[src/rtl/cmdi_pkg.sv]
package cmdi_pkg;

    localparam logic [7:0] CH_CR = 8'h0D;
    localparam logic [7:0] CH_LF = 8'h0A;
    localparam logic [7:0] CH_SP = 8'h20;

    typedef enum logic [3:0] {
        OP_NONE, OP_PHASE, OP_AMP, OP_DIV, OP_PRESC,
        OP_CMOS, OP_ECHO, OP_UPD, OP_BAUD
    } op_e;

    typedef enum logic [2:0] {
        RSP_OK, RSP_UNKNOWN, RSP_LONG, RSP_PHASE, RSP_AMP, RSP_ARG
    } rsp_e;

    // update-mode operand encodings
    localparam logic [1:0] UPD_AUTO   = 2'd0;
    localparam logic [1:0] UPD_MANUAL = 2'd1;
    localparam logic [1:0] UPD_PULSE  = 2'd2;

    typedef struct packed {
        logic [1:0] cnt;     // operand characters seen, saturating at 3
        logic [7:0] first;   // first operand character, upper case
        logic       dec_ok;  // all characters decimal digits
        logic       hex_ok;  // all characters hexadecimal digits
    } opnd_t;

    function automatic logic [7:0] upcase(input logic [7:0] c);
        return (c >= 8'h61 && c <= 8'h7A) ? c - 8'h20 : c;
    endfunction

    function automatic logic is_dec(input logic [7:0] c);
        return c >= 8'h30 && c <= 8'h39;
    endfunction

    function automatic logic is_hex(input logic [7:0] cu);
        return is_dec(cu) || (cu >= 8'h41 && cu <= 8'h46);
    endfunction

    function automatic logic [3:0] nib_of(input logic [7:0] cu);
        logic [7:0] t;
        t = is_dec(cu) ? cu - 8'h30 : cu - 8'h37;
        return t[3:0];
    endfunction

    function automatic logic [15:0] rsp_pair(input rsp_e r);
        case (r)
            RSP_OK:      return {8'h4F, 8'h4B};
            RSP_UNKNOWN: return {8'h3F, 8'h30};
            RSP_LONG:    return {8'h3F, 8'h33};
            RSP_PHASE:   return {8'h3F, 8'h34};
            RSP_AMP:     return {8'h3F, 8'h37};
            default:     return {8'h3F, 8'h38};
        endcase
    endfunction

endpackage

[src/rtl/cmdi_scan.sv]
module cmdi_scan
    import cmdi_pkg::*;
#(
    parameter int LINE_DEPTH = 32,
    parameter int VAL_W      = 16
) (
    input  logic             clk,
    input  logic             rst,
    input  logic             rx_valid,
    input  logic [7:0]       rx_byte,
    output logic             line_end,
    output logic             line_ovf,
    output logic [7:0]       mn0,
    output logic [7:0]       mn1,
    output logic [1:0]       mn_cnt,
    output logic             mn_bad,
    output opnd_t            opnd,
    output logic [VAL_W-1:0] dec_val,
    output logic             dec_big,
    output logic [VAL_W-1:0] hex_val,
    output logic             hex_big
);
    localparam int LEN_W = $clog2(LINE_DEPTH + 1);

    logic [LEN_W-1:0] len_q;
    logic             ovf_q;
    logic             in_op_q;
    logic [7:0]       up;
    logic [3:0]       nib;
    logic             is_term;
    logic [VAL_W+3:0] dnext;
    logic [VAL_W+3:0] hnext;

    assign up       = upcase(rx_byte);
    assign nib      = nib_of(up);
    assign is_term  = (rx_byte == CH_CR) || (rx_byte == CH_LF);
    assign line_end = rx_valid && is_term && ((len_q != '0) || ovf_q);
    assign line_ovf = ovf_q;
    assign dnext    = {4'b0, dec_val} * (VAL_W+4)'(10) + {VAL_W'(0), nib};
    assign hnext    = {hex_val, nib};

    always_ff @(posedge clk) begin
        if (rst || (rx_valid && is_term)) begin
            len_q   <= '0;
            ovf_q   <= 1'b0;
            in_op_q <= 1'b0;
            mn0     <= '0;
            mn1     <= '0;
            mn_cnt  <= '0;
            mn_bad  <= 1'b0;
            opnd    <= '{cnt: 2'd0, first: 8'd0, dec_ok: 1'b1, hex_ok: 1'b1};
            dec_val <= '0;
            dec_big <= 1'b0;
            hex_val <= '0;
            hex_big <= 1'b0;
        end else if (rx_valid) begin
            if (len_q == LEN_W'(LINE_DEPTH)) begin
                ovf_q <= 1'b1;
            end else begin
                len_q <= len_q + 1'b1;
                if (!in_op_q) begin
                    if (rx_byte == CH_SP) begin
                        if (mn_cnt != 2'd0) in_op_q <= 1'b1;
                    end else if (mn_cnt == 2'd0) begin
                        mn0    <= up;
                        mn_cnt <= 2'd1;
                    end else if (mn_cnt == 2'd1) begin
                        mn1    <= up;
                        mn_cnt <= 2'd2;
                    end else begin
                        mn_bad <= 1'b1;
                    end
                end else if (!(rx_byte == CH_SP && opnd.cnt == 2'd0)) begin
                    if (opnd.cnt == 2'd0) opnd.first <= up;
                    if (opnd.cnt != 2'd3) opnd.cnt <= opnd.cnt + 1'b1;
                    if (is_dec(up)) begin
                        if (!dec_big) begin
                            if (dnext[VAL_W+3:VAL_W] != 4'd0) dec_big <= 1'b1;
                            else dec_val <= dnext[VAL_W-1:0];
                        end
                    end else begin
                        opnd.dec_ok <= 1'b0;
                    end
                    if (is_hex(up)) begin
                        if (!hex_big) begin
                            if (hnext[VAL_W+3:VAL_W] != 4'd0) hex_big <= 1'b1;
                            else hex_val <= hnext[VAL_W-1:0];
                        end
                    end else begin
                        opnd.hex_ok <= 1'b0;
                    end
                end
            end
        end
    end
endmodule

[src/rtl/cmdi_decode.sv]
module cmdi_decode
    import cmdi_pkg::*;
#(
    parameter int PHASE_W = 14,
    parameter int AMP_W   = 10,
    parameter int DIV_W   = 16,
    parameter int BAUD_W  = 8,
    parameter int VAL_W   = 16
) (
    input  logic [7:0]       mn0,
    input  logic [7:0]       mn1,
    input  logic [1:0]       mn_cnt,
    input  logic             mn_bad,
    input  opnd_t            opnd,
    input  logic [VAL_W-1:0] dec_val,
    input  logic             dec_big,
    input  logic [VAL_W-1:0] hex_val,
    input  logic             hex_big,
    output op_e              op,
    output rsp_e             rsp,
    output logic [VAL_W-1:0] val
);
    localparam logic [VAL_W-1:0] PHASE_MAX = VAL_W'((1 << PHASE_W) - 1);
    localparam logic [VAL_W-1:0] AMP_MAX   = VAL_W'((1 << AMP_W) - 1);
    localparam logic [VAL_W-1:0] DIV_MAX   = VAL_W'((1 << DIV_W) - 1);
    localparam logic [VAL_W-1:0] BAUD_MAX  = VAL_W'((1 << BAUD_W) - 1);

    op_e  kind;
    logic num_ok;
    logic one_ch;
    logic ok;

    assign num_ok = (opnd.cnt != 2'd0) && opnd.dec_ok && !dec_big;
    assign one_ch = (opnd.cnt == 2'd1);

    always_comb begin
        kind = OP_NONE;
        if (!mn_bad && mn_cnt == 2'd1) begin
            case (mn0)
                "A":     kind = OP_CMOS;
                "E":     kind = OP_ECHO;
                "I":     kind = OP_UPD;
                default: kind = OP_NONE;
            endcase
        end else if (!mn_bad && mn_cnt == 2'd2) begin
            case ({mn0, mn1})
                "P0":    kind = OP_PHASE;
                "V0":    kind = OP_AMP;
                "D0":    kind = OP_DIV;
                "PR":    kind = OP_PRESC;
                "KB":    kind = OP_BAUD;
                default: kind = OP_NONE;
            endcase
        end
    end

    always_comb begin
        ok  = 1'b0;
        val = dec_val;
        rsp = RSP_ARG;
        case (kind)
            OP_PHASE: begin
                ok  = num_ok && dec_val <= PHASE_MAX;
                rsp = ok ? RSP_OK : RSP_PHASE;
            end
            OP_AMP: begin
                ok  = num_ok && dec_val <= AMP_MAX;
                rsp = ok ? RSP_OK : RSP_AMP;
            end
            OP_DIV: begin
                ok  = num_ok && dec_val <= DIV_MAX;
                rsp = ok ? RSP_OK : RSP_ARG;
            end
            OP_PRESC, OP_CMOS, OP_ECHO: begin
                ok  = one_ch && (opnd.first == "E" || opnd.first == "D");
                val = VAL_W'(opnd.first == "E");
                rsp = ok ? RSP_OK : RSP_ARG;
            end
            OP_UPD: begin
                ok  = one_ch && (opnd.first == "A" || opnd.first == "M" || opnd.first == "P");
                val = (opnd.first == "A") ? VAL_W'(UPD_AUTO) :
                      (opnd.first == "M") ? VAL_W'(UPD_MANUAL) : VAL_W'(UPD_PULSE);
                rsp = ok ? RSP_OK : RSP_ARG;
            end
            OP_BAUD: begin
                ok  = (opnd.cnt != 2'd0) && opnd.hex_ok && !hex_big &&
                      hex_val != '0 && hex_val <= BAUD_MAX;
                val = hex_val;
                rsp = ok ? RSP_OK : RSP_ARG;
            end
            default: begin
                ok  = 1'b0;
                rsp = RSP_UNKNOWN;
            end
        endcase
        op = ok ? kind : OP_NONE;
    end
endmodule

[src/rtl/cmdi_tx.sv]
module cmdi_tx
    import cmdi_pkg::*;
(
    input  logic       clk,
    input  logic       rst,
    input  logic       echo_req,
    input  logic [7:0] echo_byte,
    input  logic       rsp_start,
    input  rsp_e       rsp_code,
    input  logic       tx_ready,
    output logic       tx_valid,
    output logic [7:0] tx_byte
);
    logic        echo_pend;
    logic [7:0]  echo_q;
    logic        busy;
    logic [1:0]  idx;
    logic [15:0] pair;
    logic [7:0]  rsp_byte;
    logic        take;

    always_comb begin
        case (idx)
            2'd0:    rsp_byte = pair[15:8];
            2'd1:    rsp_byte = pair[7:0];
            2'd2:    rsp_byte = CH_CR;
            default: rsp_byte = CH_LF;
        endcase
    end

    assign tx_valid = echo_pend || busy;
    assign tx_byte  = echo_pend ? echo_q : rsp_byte;
    assign take     = tx_valid && tx_ready;

    always_ff @(posedge clk) begin
        if (rst) begin
            echo_pend <= 1'b0;
            echo_q    <= '0;
            busy      <= 1'b0;
            idx       <= '0;
            pair      <= '0;
        end else begin
            if (echo_req) begin
                echo_pend <= 1'b1;
                echo_q    <= echo_byte;
            end else if (take && echo_pend) begin
                echo_pend <= 1'b0;
            end
            if (rsp_start) begin
                busy <= 1'b1;
                idx  <= '0;
                pair <= rsp_pair(rsp_code);
            end else if (take && !echo_pend && busy) begin
                if (idx == 2'd3) busy <= 1'b0;
                idx <= idx + 1'b1;
            end
        end
    end
endmodule

[src/rtl/cmd_interp.sv]
module cmd_interp
    import cmdi_pkg::*;
#(
    parameter int LINE_DEPTH = 32,
    parameter int PHASE_W    = 14,
    parameter int AMP_W      = 10,
    parameter int DIV_W      = 16,
    parameter int BAUD_W     = 8,
    parameter logic [BAUD_W-1:0] BAUD_RESET = 8'h3C
) (
    input  logic              clk,
    input  logic              rst,
    input  logic              rx_valid,
    input  logic [7:0]        rx_byte,
    input  logic              tx_ready,
    output logic              tx_valid,
    output logic [7:0]        tx_byte,
    output logic [PHASE_W-1:0] phase_o,
    output logic [AMP_W-1:0]  amp_o,
    output logic [DIV_W-1:0]  div_o,
    output logic              presc_en_o,
    output logic              cmos_en_o,
    output logic              echo_en_o,
    output logic              auto_upd_o,
    output logic [BAUD_W-1:0] baud_div_o,
    output logic              upd_pulse_o
);
    localparam int W1    = (DIV_W > PHASE_W) ? DIV_W : PHASE_W;
    localparam int W2    = (W1 > AMP_W) ? W1 : AMP_W;
    localparam int VAL_W = (W2 > BAUD_W) ? W2 : BAUD_W;

    logic             line_end, line_ovf;
    logic [7:0]       mn0, mn1;
    logic [1:0]       mn_cnt;
    logic             mn_bad;
    opnd_t            opnd;
    logic [VAL_W-1:0] dec_val, hex_val, val;
    logic             dec_big, hex_big;
    op_e              op;
    rsp_e             rsp;
    logic             wr;

    cmdi_scan #(.LINE_DEPTH(LINE_DEPTH), .VAL_W(VAL_W)) u_scan (
        .clk(clk), .rst(rst), .rx_valid(rx_valid), .rx_byte(rx_byte),
        .line_end(line_end), .line_ovf(line_ovf),
        .mn0(mn0), .mn1(mn1), .mn_cnt(mn_cnt), .mn_bad(mn_bad), .opnd(opnd),
        .dec_val(dec_val), .dec_big(dec_big), .hex_val(hex_val), .hex_big(hex_big)
    );

    cmdi_decode #(.PHASE_W(PHASE_W), .AMP_W(AMP_W), .DIV_W(DIV_W),
                  .BAUD_W(BAUD_W), .VAL_W(VAL_W)) u_dec (
        .mn0(mn0), .mn1(mn1), .mn_cnt(mn_cnt), .mn_bad(mn_bad), .opnd(opnd),
        .dec_val(dec_val), .dec_big(dec_big), .hex_val(hex_val), .hex_big(hex_big),
        .op(op), .rsp(rsp), .val(val)
    );

    cmdi_tx u_tx (
        .clk(clk), .rst(rst),
        .echo_req(rx_valid && echo_en_o), .echo_byte(rx_byte),
        .rsp_start(line_end), .rsp_code(line_ovf ? RSP_LONG : rsp),
        .tx_ready(tx_ready), .tx_valid(tx_valid), .tx_byte(tx_byte)
    );

    assign wr = line_end && !line_ovf && (op != OP_NONE);

    always_ff @(posedge clk) begin
        if (rst) begin
            phase_o     <= '0;
            amp_o       <= '1;
            div_o       <= '0;
            presc_en_o  <= 1'b0;
            cmos_en_o   <= 1'b0;
            echo_en_o   <= 1'b0;
            auto_upd_o  <= 1'b1;
            baud_div_o  <= BAUD_RESET;
            upd_pulse_o <= 1'b0;
        end else begin
            upd_pulse_o <= wr && (auto_upd_o ||
                           (op == OP_UPD && val[1:0] == UPD_PULSE));
            if (wr) begin
                case (op)
                    OP_PHASE: phase_o    <= val[PHASE_W-1:0];
                    OP_AMP:   amp_o      <= val[AMP_W-1:0];
                    OP_DIV:   div_o      <= val[DIV_W-1:0];
                    OP_PRESC: presc_en_o <= val[0];
                    OP_CMOS:  cmos_en_o  <= val[0];
                    OP_ECHO:  echo_en_o  <= val[0];
                    OP_BAUD:  baud_div_o <= val[BAUD_W-1:0];
                    OP_UPD: begin
                        if (val[1:0] == UPD_AUTO)   auto_upd_o <= 1'b1;
                        if (val[1:0] == UPD_MANUAL) auto_upd_o <= 1'b0;
                    end
                    default: ;
                endcase
            end
        end
    end
endmodule

[config.mk]
export PLATFORM = sky130hd
export DESIGN_NAME = cmd_interp
export DESIGN_NICKNAME = d
export VERILOG_FILES = /design/src/rtl/cmdi_pkg.sv /design/src/rtl/cmdi_scan.sv /design/src/rtl/cmdi_decode.sv /design/src/rtl/cmdi_tx.sv /design/src/rtl/cmd_interp.sv
export SDC_FILE = /design/constraint.sdc
export NUM_CORES = 1
export LEC_CHECK = 0
export CELL_PAD_IN_SITES_DETAIL_PLACEMENT = 1
export CELL_PAD_IN_SITES_GLOBAL_PLACEMENT = 1
export CORE_UTILIZATION = 48
export CTS_BUF_LIST = sky130_fd_sc_hd__clkbuf_16
export CTS_CLUSTER_SIZE = 25
export DETAILED_ROUTE_END_ITERATION = 6
export PLACE_DENSITY = 0.88
export SLEW_MARGIN = 20
export SYNTH_ARGS = -nofsm -noshare
export SYNTH_HDL_FRONTEND = slang
export SYNTH_SLANG_ARGS = --single-unit
[constraint.sdc]
create_clock -name clk -period 12.8 [get_ports clk]
set_clock_uncertainty 0.1 [all_clocks]
set_input_delay 1.28 -clock clk [delete_from_list [all_inputs] [get_ports clk]]
set_output_delay 1.28 -clock clk [all_outputs]
set_load 0.005 [all_outputs]
# ---- Yosys cells after proc, flatten, opt, wreduce, memory -nomap -nowiden
# Index checks and enable logic that the tools add are counted.
dict set report op_classes {
  n_reduce_logical 84
  muxes 38
  order_cmp 10
  add_sub_neg 7
  bitwise 12
  multipliers 1
  n_eq_ne 46
}
# operator n
set ops {}
lappend ops {{equality test 16 x 15 -> 1 bit, second input constant} 5}
lappend ops {{case mux 15 bit (5 select lines)} 1}
lappend ops {{equality test 8 x 7 -> 1 bit, second input constant} 8}
lappend ops {{case mux 16 bit (3 select lines)} 1}
lappend ops {{AND reduction 5 bit} 8}
lappend ops {{equality test 4 x 3 -> 1 bit, second input constant} 8}
lappend ops {{logical AND 1 bit} 28}
lappend ops {{case mux 8 bit (3 select lines)} 1}
lappend ops {{adder 20 x 4 -> 20 bit} 1}
lappend ops {{case mux 4 bit (5 select lines)} 1}
lappend ops {{AND reduction 2 bit} 10}
lappend ops {{multiplier 16 x 3 -> 19 bit, second input constant} 1}
lappend ops {{two-way mux 3 bit} 6}
lappend ops {{case mux 3 bit (6 select lines)} 1}
lappend ops {{equality test 4 x 2 -> 1 bit, second input constant} 4}
lappend ops {{equality test 8 x 4 -> 1 bit, second input constant} 2}
lappend ops {{>= comparator 8 x 7 -> 1 bit, second input constant} 2}
lappend ops {{<= comparator 16 x 10 -> 1 bit, second input constant} 1}
lappend ops {{<= comparator 16 x 14 -> 1 bit, second input constant} 1}
lappend ops {{<= comparator 16 bit, second input constant} 1}
lappend ops {{<= comparator 16 x 8 -> 1 bit, second input constant} 1}
lappend ops {{<= comparator 8 x 7 -> 1 bit, second input constant} 2}
lappend ops {{two-way mux 16 bit} 1}
lappend ops {{two-way mux 4 bit} 4}
lappend ops {{36 further kinds} 99}
dict set report word_totals {
  out_inout_bits 62
  in_bits 12
  elab_cells 227
  reg_bits 154
}

# ---- Logic depth before layout (Yosys ltp)
# Gate-level depths: netlist of the first run.
dict set report logic_depth {
  depth_word 12
  mapped_depth 20
  mapped_depth_nobuf 18
}

# ---- Cells and area by module
# A second synthesis of the first run with hierarchy kept.
dict set report unflattened {
  cells_unflattened 1033
  hier_area_um2 8780.9
}
# mod cells_per_inst area_per_inst_um2 instances seq_area_each_um2
set by_module_without_submodules {}
lappend by_module_without_submodules {cmdi_scan 572 4738.3 1 1461.4}
lappend by_module_without_submodules {cmd_interp 225 2287.2 1 1061.0}
lappend by_module_without_submodules {cmdi_decode 139 898.4 1 0.0}
lappend by_module_without_submodules {cmdi_tx 97 857.1 1 360.3}

# ---- Least setup slack after synthesis of the first run
# Ideal clock, no wire load.
dict set report synth_timing {
  path_kind {input to register}
  startpoint {input port rx_byte[0]}
  endpoint {register u_scan.dec_val[15]}
  slack_ps 7640
  arrival_ps 4973
  t_required_ps 12613
  n_path_buf 3
  path_stages 18
  path_cell_list {clkbuf_1 inv_1 ha_1 nor2_1 o21ai_0 and3_1 clkbuf_1 a31oi_1 xor2_1 ha_1 a21oi_1 nor4b_1 nand4_1 a2111oi_4 and2_1 mux2_2 buf_4 o31ai_1}
}
dict set report synth_via {
  elab_chain_cells 10
  word_cells_on_any_way 23
  classes_between {add/sub: 4; order compare: 4; eq/ne: 3; mux: 2; bitwise: 2; reduce/logical: 8}
}
# item line
set synth_rtl {}
lappend synth_rtl {{start: declaration} cmd_interp.sv:14} ;# input logic [7:0] rx_byte,
lappend synth_rtl {{>= comparator 8 x 7 -> 1 bit or <= comparator 8 x 7 -> 1 bit (tied branches)} cmdi_pkg.sv:29} ;# return (c >= 8'h61 && c <= 8'h7A) ? c - 8'h20 : c;
lappend synth_rtl {{logical AND 1 bit} cmdi_pkg.sv:29}
lappend synth_rtl {{two-way mux 8 bit (*)} cmdi_pkg.sv:29}
lappend synth_rtl {{>= comparator 8 x 6 -> 1 bit or <= comparator 8 x 6 -> 1 bit (tied branches)} cmdi_pkg.sv:33} ;# return c >= 8'h30 && c <= 8'h39;
lappend synth_rtl {{logical AND 1 bit} cmdi_pkg.sv:33}
lappend synth_rtl {{two-way mux 4 bit (*)} cmdi_pkg.sv:42} ;# t = is_dec(cu) ? cu - 8'h30 : cu - 8'h37;
lappend synth_rtl {{via u_scan.hnext[3]} cmdi_scan.sv:32} ;# logic [VAL_W+3:0] hnext;
lappend synth_rtl {{adder 20 x 4 -> 20 bit (*)} cmdi_scan.sv:39} ;# assign dnext = {4'b0, dec_val} * (VAL_W+4)'(10) + {VAL_W'(0), nib};
lappend synth_rtl {{nonzero test 4 bit} cmdi_scan.sv:78} ;# if (dnext[VAL_W+3:VAL_W] != 4'd0) dec_big <= 1'b1;
lappend synth_rtl {{NOT 1 bit (no source line)} --}
lappend synth_rtl {{AND reduction 7 bit (no source line)} --}
lappend synth_rtl {{end signal: assignment} cmdi_scan.sv:79} ;# else dec_val <= dnext[VAL_W-1:0];
lappend synth_rtl {{end: declaration} cmdi_scan.sv:18} ;# output logic [VAL_W-1:0] dec_val,
# Mark *: on every way through the listed nets, which the timed path passes. The rest lies on a longest branch.
# A chain may end at the register's enable or synchronous reset.

# ---- Worst setup path after layout of the first run
dict set report layout_timing {
  startpoint {input port rx_byte[1]}
  endpoint {register u_scan.dec_val[0]}
}
dict set report layout_via {
  elab_chain_cells 10
  word_cells_on_any_way 23
  classes_between {add/sub: 4; order compare: 4; eq/ne: 3; mux: 2; bitwise: 2; reduce/logical: 8}
}
# item line
set layout_rtl {}
lappend layout_rtl {{>= comparator 8 x 7 -> 1 bit or <= comparator 8 x 7 -> 1 bit (tied branches)} cmdi_pkg.sv:29}
lappend layout_rtl {{logical AND 1 bit} cmdi_pkg.sv:29}
lappend layout_rtl {{two-way mux 8 bit (*)} cmdi_pkg.sv:29}
lappend layout_rtl {{>= comparator 8 x 6 -> 1 bit or <= comparator 8 x 6 -> 1 bit (tied branches)} cmdi_pkg.sv:33}
lappend layout_rtl {{logical AND 1 bit} cmdi_pkg.sv:33}
lappend layout_rtl {{two-way mux 4 bit (*)} cmdi_pkg.sv:42}
lappend layout_rtl {{via u_scan.hnext[2]} cmdi_scan.sv:32}
lappend layout_rtl {{adder 20 x 4 -> 20 bit (*)} cmdi_scan.sv:39}
lappend layout_rtl {{nonzero test 4 bit (*)} cmdi_scan.sv:78}
lappend layout_rtl {{NOT 1 bit (no source line) (*)} --}
lappend layout_rtl {{AND reduction 7 bit (no source line) (*)} --}
# Marks and branches as above.

==> reports/qor.txt, run 1 <==
Most common cell after layout, fill and taps aside - dfxtp_1
Worst Setup End Kind - flip-flop
Sw frac - 0.2408
RSZ-0062 raised after global routing - false
Max incr delay on CP - 620 ps
DR vias - 7,565
Syn Nets - 1,035
Hold slack final - 363.0 ps
Multi-input gate area - 5031 um2
Most frequent cells in the layout - 144 x dfxtp_1, 135 x nor2_1, 98 x nand2_1
Hold Path Depth - 2
Logic pwr share - 0.053
Yosys reg bits - 144
Tot GR Track Use - 0.2950
Final period utilization - 0.4635
R2r endpoint - u_scan.dec_val[0]
Dominant cells by area after synthesis - dfxtp_1 35%, mux2i_1 9.1%, ha_1 6.8%
CORE AREA - 16,700 um2
GPL Wtd Cong - 0.9044
CTS Sinks - 144
Worst path slowest cell - clkdlybuf4s50_1
Post-synth top area cell - dfxtp_1
Max transition margin - 0.2561
Clk network pwr share - 0.497
WHS Endpoint - u_tx.echo_q[1]
Worst VDD drop - 0.09511 mV
Worst setup SP type - primary input
Worst-path fanout max - 11
Final hold violations - 0
Setup Fix Bufs, Post-CTS - 0
Yosys Warn Count - 0
Die ar. - 17,720 um2
Synth top area share - 0.3493
Critical path class - primary input to flip-flop
First-pass DRT Iterations - 4
Worst path top cell family by delay - simple AND/OR/NAND/NOR gates
Critical path arrival - 6180 ps
Clock Latency Late Sink - 430 ps
Final Net Count - 1,081
Slew @ Worst Pin - 1107 ps
Post-synth ARST share - 0
Worst EP required - 13,050 ps
Antenna violations before repair - 0
Filler Cell Count - 1,966
P_sw - 246.7 uW
H-tree depth - 4
Largest net degree at the start of global routing - 90
Mapped cell area - 8253 um2
Clock slew at reported path FFs - 60 ps
Die Wd - 133.1 um
Root buffer cell - clkbuf_16
Die Y - 133.1 um
Worst R2R Path Depth - 10
Initial core utilization - 0.4942
Layout cell share with drive strength beyond 1 - 0.06867
Worst min path class - flip-flop to flip-flop
P&R area growth vs syn - 17.16%
Status - completed
CTS tree - yes
Initial DRC count - 537
DRT antenna net count - 0
Unique cell type count in the Yosys netlist - 84
CP cell instances - clkdlybuf4s50_1 > inv_1 > ha_1 > nor2_1 > o21ai_0 > nand3_1 > nand2_1 > xor2_1 > inv_1 > ha_1 > a21o_1 > a21oi_1 > nor4b_1 > nand4_1 > a2111oi_4 > and2_1 > mux2i_1 > mux2i_1
Num ports - 74
Cts repair resizes - 0
Post-route DRC - 0
Setup TNS - 0 ps
Hold_buf cts - 0
Commonest register cell after synthesis - dfxtp_1
Crit. Startpoint - rx_byte[1]
Seq pwr share - 0.450
Hold path start - u_tx.echo_q[1]
Int Power - 777.8 uW
Dpl hpwl - 17.84 mm
DRT Wirelength - 25.76 mm
Final core utilization - 0.5790
Final Max Tran Viols - 0
Post-synthesis sequential area ratio - 0.3493
Storage cell area - 2883 um2
DR WL/cell - 20.54 um
Critical R2R Launch - u_scan.dec_val[4]
Critical path buffers and inverters - 3
CTS max path bufs - 2
Ant. Diodes - 0
Post-synth EDFFs - 0
Max Freq - 168.6 MHz
P_leak - 3.845 nW
Post-layout minimum cycle time - 5933 ps
Setup-failing EPs final - 0
Cts bufs inserted - 17
Post-Syn Area per Cell - 8.456 um2
First-pass GRT wire length - 41.25 mm
R2R setup slack - 8650 ps
Max-Cap Viols - 0
FP Rows - 47
Post-DR vias/cell - 6.033
Synth Instances - 976
Vias in the first global route - 7,651
PwrDens - 106.0 nW/um2
Port Buffer Count - 73
GR Overflow Total - 0
[layer usage]
metal / wire length [um] / GRT usage
met5: 0 / 0
met2: 12470 / 0.4892
met4: 461 / 0.09659
met3: 1035 / 0.06164
met1: 11800 / 0.3824
[through the flow]
stage                     setup WS (ps)  power (mW)  area, um2  cells
after CTS                          6932       1.026       9669   1254
after global routing               6380       1.051       9669   1254
after floorplan                    7640      0.5060       8253    976
after detailed placement           6560      0.5226       9076   1223
final                              6867       1.025       9669   1254
after global placement             6849      0.5203       9076   1223
[final cells by class]
class | instances | share of cell area
multi-input combinational | 749 | 0.5203
tap | 220 | 0.02847
clock buffer | 17 | 0.04400
inverter | 31 | 0.01203
clock inverter | 14 | 0.01734
sequential | 144 | 0.2981
timing repair buffer | 79 | 0.07971
[cell usage after synthesis, drive strengths merged, types with 6 or more instances]
cell	n
or2	8
nor2	136
inv	31
xor2	10
nand2	98
mux2i	75
ha	45
and2	6
nor2b	6
a211oi	11
a21oi	52
buf	12
a21o	16
o211ai	7
nor4	12
o21ai	29
nand2b	15
a31oi	13
a311oi	11
nand3	43
nor3	21
nand4	7
nor4b	6
clkbuf	40
and3	9
xnor2	20
dfxtp	144
[cell families after synthesis]
group,synth area share
xor+xnor,0.03184
simple gates,0.2438
compound gates,0.1672
mux,0.09369
flops,0.3493
buf+inv,0.04108
fa+ha+maj,0.07307
[tightest hold or removal path: cells and delay by family, from the launching register on]
family           cells  cell delay, ps
flip-flops           1             310
AO/OA/AOI/OAI        1              50
AND/OR/NAND/NOR      1              50
[flip-flops by register name, indices dropped and copies added (netlist names), 6 cells and up]
| signal | count |
|---|---|
| u_tx.pair | 6 |
| phase_o | 14 |
| u_scan.mn1 | 8 |
| u_scan.dec_val | 16 |
| baud_div_o | 8 |
| u_tx.echo_q | 8 |
| div_o | 16 |
| u_scan.hex_val | 16 |
| u_scan.len_q | 6 |
| u_scan.opnd | 12 |
| amp_o | 10 |
| u_scan.mn0 | 8 |
[how the worst max path moves through the flow]
stage | end | slack (ps) | depth (start not counted)
floorplan | u_scan.dec_val[15] | 7640 | 18
global placement | u_scan.dec_val[0] | 6850 | 18
detailed placement | u_scan.dec_val[0] | 6560 | 18
CTS | u_scan.dec_val[0] | 6930 | 18
global route | u_scan.dec_val[0] | 6380 | 18
finish | u_scan.dec_val[0] | 6870 | 18
[power groups by stage]
stage,clock (mW),combinational [mW],sequential (mW)
4_1_cts,0.512,0.0541,0.460
5_1_grt,0.531,0.0589,0.461
6_report,0.509,0.0548,0.461
2_1_floorplan,0,0.0392,0.467
3_3_place_gp,0,0.0505,0.470
3_5_place_dp,0,0.0525,0.470
Note: power is estimated with default switching activity, not from simulation.
==> run 2, diff against run 1 <==
--- a/config.mk
+++ b/config.mk
@@ -7,11 +7,11 @@
 export LEC_CHECK = 0
 export CELL_PAD_IN_SITES_DETAIL_PLACEMENT = 1
 export CELL_PAD_IN_SITES_GLOBAL_PLACEMENT = 1
-export CORE_UTILIZATION = 48
+export CORE_UTILIZATION = 40
 export CTS_BUF_LIST = sky130_fd_sc_hd__clkbuf_16
 export CTS_CLUSTER_SIZE = 25
 export DETAILED_ROUTE_END_ITERATION = 6
-export PLACE_DENSITY = 0.88
+export PLACE_DENSITY = 0.79
 export SLEW_MARGIN = 20
 export SYNTH_ARGS = -nofsm -noshare
 export SYNTH_HDL_FRONTEND = slang
==> constraint.sdc (replaced) <==
create_clock -name clk -period 4.9 [get_ports clk]
set_clock_uncertainty 0.1 [all_clocks]
set_input_delay 0.49 -clock clk [delete_from_list [all_inputs] [get_ports clk]]
set_output_delay 0.49 -clock clk [all_outputs]
set_load 0.005 [all_outputs]
==> run 2 against run 1 <==
Worst hold slack worse by 8.1 ps. Wire length down 6.8%. Sequential share of layout area down 0.72 points. Highest routed layer unchanged. Clock-buffer cell count unchanged. Setup slack worse by 6300 ps. Utilization down 8.9 points. Register-to-register slack worse by 7800 ps. Final cell count up 5.5%. Via count down 1.9%. Largest power group unchanged.
==> reports/qor.txt, run 2 (synthesized netlist as in run 1, its figures left out) <==
Clock Latency Late Sink - 430 ps (about the same)
Ant. Diodes - 0 (unchanged)
Cts repair resizes - 0 (unchanged)
P_sw - 641.6 uW (+160%)
Logic pwr share - 0.056 (+0.003)
Int Power - 2.092 mW (+170%)
Port Buffer Count - 73 (unchanged)
Num ports - 74 (unchanged)
Clk network pwr share - 0.504 (+0.007)
First-pass GRT wire length - 39.92 mm (-3.2%)
Vias in the first global route - 7,538 (-1.5%)
Worst min path class - flip-flop to flip-flop
GR Overflow Total - 0 (unchanged)
Post-route cell area - 9907 um2 (+2.5%)
DR vias - 7,421 (-1.9%)
Slew @ Worst Pin - 1021 ps (-86.66 ps)
Final cell count without fillers - 1,323 (+5.5%)
DR WL/cell - 18.15 um (-12%)
P&R area growth vs syn - 20.04%
Hold_buf cts - 0 (unchanged)
Most frequent cells in the layout - 144 x dfxtp_1, 135 x nor2_1, 98 x nand2_1
Cell Count Post-Placement - 1,292 (+5.6%)
CTS max path bufs - 2 (unchanged)
PwrDens - 276.0 nW/um2 (+160%)
CORE AREA - 20,230 um2 (+21%)
Worst EP required - 5120 ps (-7930 ps)
Final hold violations - 0 (unchanged)
H-tree depth - 4 (unchanged)
GPL Wtd Cong - 0.8392 (-7.2%)
RSZ-0062 raised after global routing - false
Final period utilization - 0.8930
Worst Setup End Kind - flip-flop
Setup-failing EPs final - 0 (unchanged)
Crit. Startpoint - rx_byte[5]
CTS tree - yes
Dpl hpwl - 17.59 mm (-1.4%)
Layout cell share with drive strength beyond 1 - 0.08452 (+0.01586)
Seq pwr share - 0.440 (-0.010)
Max transition margin - 0.3196 (+0.06345)
Root buffer cell - clkbuf_16
Critical R2R Launch - u_scan.dec_val[9]
Post-layout minimum cycle time - 4376 ps
Tot GR Track Use - 0.2319 (-0.06305)
Final Net Count - 1,100 (+1.8%)
CTS Sinks - 144 (unchanged)
Status - completed
Antenna violations before repair - 0 (unchanged)
Worst VDD drop - 0.2080 mV (+120%)
Worst setup SP type - primary input
Initial DRC count - 395 (-26%)
Initial core utilization - 0.4079 (-0.08629)
Critical path arrival - 4600 ps (-1580 ps)
Post-DP Area - 9281 um2 (+2.3%)
Worst Setup Slack, final - 524.4 ps (-6343 ps)
DRT Wirelength - 24.02 mm (-6.8%)
Hold path start - u_tx.echo_q[7]
Worst-path fanout max - 5 (-6)
Final Max Tran Viols - 0 (unchanged)
FP Rows - 52 (+11%)
Max-Cap Viols - 0 (unchanged)
Critical path class - primary input to flip-flop
Setup Fix Bufs, Post-CTS - 0 (unchanged)
Die ar. - 21,210 um2 (+20%)
Largest net degree at the start of global routing - 92 (+2.2%)
Post-route DRC - 0 (unchanged)
Cts bufs inserted - 17 (unchanged)
Die Y - 145.6 um (+9.4%)
CP cell instances - clkdlybuf4s50_1 > nor3b_1 > nand3_1 > nand2_1 > xor2_1 > inv_1 > ha_1 > a21o_1 > a21oi_1 > nor4b_1 > nand4_1 > a2111oi_4 > buf_4 > nand4_1 > a21o_1 > a221oi_1
Most common cell after layout, fill and taps aside - dfxtp_1
P_leak - 3.937 nW (+2.4%)
Clock slew at reported path FFs - 60 ps (about the same)
Post-DR vias/cell - 5.609 (-7.0%)
Setup TNS - 0 ps (unchanged)
First-pass DRT Iterations - 5 (+1)
Max Freq - 228.5 MHz
Die Wd - 145.6 um (+9.4%)
DRT antenna net count - 0 (unchanged)
Setup WS pre-CTS - 109.7 ps (-6451 ps)
Largest regs - div_o (16), u_scan.dec_val (16), u_scan.hex_val (16)
Worst path slowest cell - clkdlybuf4s50_1
Sw frac - 0.2347 (-0.006151)
Max incr delay on CP - 550 ps (-70 ps)
==> run 2: cell types whose count changed in the layout (fill, tap and decap cells not counted), sizes merged <==
cell	before	now
clkinv	7	2
inv	33	34
bufinv	3	4
clkinvlp	2	5
buf	7	26
==> run 2: worst paths after layout <==
kind	endpoint	slack [ps]	cells past startpoint
setup / recovery	u_scan.dec_val[5]	520	16
hold reg to reg	u_tx.echo_q[7]	350	2
hold / removal	u_tx.echo_q[7]	350	2
setup reg to reg	u_scan.dec_val[15]	860	10
==> run 2: layout make-up <==
class	instances	area, um2
Clock buffer	17	425.4
Multi-Input combinational cell	749	5040
Clock inverter	14	191.4
Inverter	31	116.4
Fill cell	2400	10330
Tap cell	270	337.8
Timing Repair Buffer	98	913.4
Sequential cell	144	2883
==> run 2: worst max-delay path, delay by kind of cell <==
kind	cells	cell delay (ps)
fa+ha+maj	1	280
simple gates	6	1550
buf+inv	3	810
xor+xnor	1	230
compound gates	5	1240
==> run 2: power groups by stage <==
stage / Clock [mW] / Sequential, mW / Combinational [mW]
2_1_floorplan: 0 / 1.22 / 0.102
3_3_place_gp: 0 / 1.23 / 0.145
3_5_place_dp: 0 / 1.23 / 0.149
4_1_cts: 1.40 / 1.20 / 0.151
5_1_grt: 1.46 / 1.21 / 0.166
6_report: 1.38 / 1.20 / 0.152
==> run 2: metrics by stage <==
step                hold slack, ps  utilization  total power, mW
floorplan                    328.1            -            1.322
global placement             338.7       0.4587            1.372
detailed placement           346.2       0.4587            1.377
CTS                          354.3       0.4892            2.749
global route                 386.0       0.4896            2.828
finish                       354.9       0.4896            2.734
==> run 2: routing by layer <==
metal  vias up  global-route usage  part of all wire  wire length, um
met5         -                   0                 0                0
met4         0             0.07211             0.020              478
met3        33             0.03636             0.029              700
met2       133              0.3733              0.46            11000
met1      3629              0.3184              0.49            11840
li1       3626                   -                 -                -
==> run 3, diff against run 2 <==
--- a/config.mk
+++ b/config.mk
@@ -12,6 +12,7 @@
 export CTS_CLUSTER_SIZE = 25
 export DETAILED_ROUTE_END_ITERATION = 6
 export PLACE_DENSITY = 0.79
+export RECOVER_POWER = 25
 export SLEW_MARGIN = 20
 export SYNTH_ARGS = -nofsm -noshare
 export SYNTH_HDL_FRONTEND = slang
==> run 3 against run 2 <==
Largest cell class unchanged. Sequential power about the same. Highest routed layer unchanged. Total power about the same. Clock power about the same.
==> reports/qor.txt, run 3 (synthesized netlist as in run 1, its figures left out) <==
Final Max Tran Viols - 0 (unchanged)
Total power - 2.736 mW (about the same)
Most frequent cells in the layout - 144 x dfxtp_1, 135 x nor2_1, 98 x nand2_1
P&R area growth vs syn - 20.00% (about the same)
Final cell count without fillers - 1,323 (unchanged)
Die ar. - 21,210 um2 (unchanged)
Cts bufs inserted - 17 (unchanged)
Worst VDD drop - 0.2090 mV (+0.46%)
Critical path buffers and inverters - 2 (-1)
CORE AREA - 20,230 um2 (unchanged)
Hold_buf cts - 0 (unchanged)
RSZ-0062 raised after global routing - false
Max transition margin - 0.3146 (-0.004913)
Post-DR vias/cell - 5.606 (about the same)
Slew @ Worst Pin - 1028 ps (+7.370 ps)
DRT Wirelength - 24.06 mm (+0.18%)
CTS Sinks - 144 (unchanged)
Worst min path class - flip-flop to flip-flop
Max Freq - 228.3 MHz (-0.12%)
Final period utilization - 0.8940 (+0.001052)
GR Overflow Total - 0 (unchanged)
Most common cell after layout, fill and taps aside - dfxtp_1
Critical path arrival - 4620 ps (+20 ps)
Storage cell area - 2883 um2 (unchanged)
Critical path class - primary input to flip-flop
Worst Setup End Kind - flip-flop
CTS max path bufs - 2 (unchanged)
Final Net Count - 1,100 (unchanged)
Setup TNS - 0 ps (unchanged)
Port Buffer Count - 73 (unchanged)
FP Rows - 52 (unchanged)
Max incr delay on CP - 550 ps (about the same)
Clock Latency Late Sink - 430 ps (about the same)
DR vias - 7,417 (-0.054%)
Post-route DRC - 0 (unchanged)
Max-Cap Viols - 0 (unchanged)
Clock slew at reported path FFs - 60 ps (about the same)
H-tree depth - 4 (unchanged)
Post-layout minimum cycle time - 4381 ps (+5.156 ps)
CTS tree - yes
Die Y - 145.6 um (unchanged)
Status - completed
Initial core utilization - 0.4079 (unchanged)
DRT antenna net count - 0 (unchanged)
Final hold violations - 0 (unchanged)
DR WL/cell - 18.19 um (+0.18%)
Multi-input gate area - 5040 um2 (unchanged)
CP cell instances - clkdlybuf4s50_1 > nor3b_1 > nand3_1 > nand2_1 > xor2_1 > inv_1 > ha_1 > a21o_1 > a21oi_1 > nor4b_1 > nand4_1 > a2111oi_4 > and2_1 > mux2_2 > o31ai_1
Vias in the first global route - 7,538 (unchanged)
Setup Fix Bufs, Post-CTS - 0 (unchanged)
P_leak - 3.998 nW (+1.5%)
Setup-failing EPs final - 0 (unchanged)
Largest net degree at the start of global routing - 92 (unchanged)
Die Wd - 145.6 um (unchanged)
Ant. Diodes - 0 (unchanged)
Layout cell share with drive strength beyond 1 - 0.08357 (-0.0009497)
First-pass DRT Iterations - 5 (unchanged)
Worst path slowest cell - clkdlybuf4s50_1
Worst path top cell family by delay - simple AND/OR/NAND/NOR gates
Worst-path fanout max - 7 (+2)
Initial DRC count - 372 (-5.8%)
Root buffer cell - clkbuf_16
Cts repair resizes - 0 (unchanged)
Tot GR Track Use - 0.2319 (unchanged)
Final core utilization - 0.4894 (about the same)
Filler Cell Count - 2,401 (+0.042%)
Largest regs - div_o (16), u_scan.dec_val (16), u_scan.hex_val (16)
Worst setup SP type - primary input
First-pass GRT wire length - 39.92 mm (unchanged)
Cell Count Post-Placement - 1,292 (unchanged)
Worst EP required - 5140 ps (+20 ps)
Antenna violations before repair - 0 (unchanged)
Num ports - 74 (unchanged)
GPL Wtd Cong - 0.8392 (unchanged)
Dpl hpwl - 17.59 mm (unchanged)
Hold slack final - 354.2 ps (-0.6540 ps)
PwrDens - 276.3 nW/um2 (+0.13%)
[run 3: cell count changes in the layout (fill, tap and decap cells not counted), sizes merged]
| cell | before | now |
|---|---|---|
| buf | 26 | 25 |
| clkdlybuf4s50 | 72 | 29 |
| clkbuf | 17 | 18 |
| dlygate4sd3 | 0 | 43 |
[run 3: where the power goes]
part           total, mW  switching [mW]  internal [mW]
clock               1.38           0.533          0.849
combinational      0.151          0.0918         0.0596
sequential          1.20          0.0197           1.18
[run 3: metrics by stage]
stage / cell area [um2] / worst slack (ps)
detailed placement: 9281 / 109.7
finish: 9903 / 519.3
global placement: 9281 / 166.3
floorplan: 8253 / 530.1
CTS: 9898 / 545.5
global route: 9903 / 125.0
[run 3: worst min-delay path: stages (launching register included)]
cell and delay, ps:
dfxtp_1 310, nand2_1 50, a21oi_1 50
[run 3: worst paths after layout]
kind	startpoint	endpoint	slack, ps	depth (start not counted)
setup / recovery	rx_byte[5]	u_scan.dec_val[15]	520	15
hold / removal	u_tx.echo_q[7]	u_tx.echo_q[7]	350	2
setup reg to reg	u_scan.dec_val[9]	u_scan.dec_val[15]	860	10
hold reg to reg	u_tx.echo_q[7]	u_tx.echo_q[7]	350	2
[run 3: cell type report]
cell class / instances / share of cell area
Clock inverter: 14 / 0.01933
Tap cell: 270 / 0.03411
Multi-Input combinational cell: 749 / 0.5089
Inverter: 31 / 0.01175
Sequential cell: 144 / 0.2911
Clock buffer: 17 / 0.04296
Timing Repair Buffer: 98 / 0.09185
[run 3: routing by layer]
metal | vias up | share of wire | global-route usage
li1 | 3630 | - | -
met1 | 3623 | 0.50 | 0.3184
met2 | 129 | 0.45 | 0.3733
met3 | 35 | 0.028 | 0.03636
met4 | 0 | 0.021 | 0.07211
met5 | - | 0 | 0
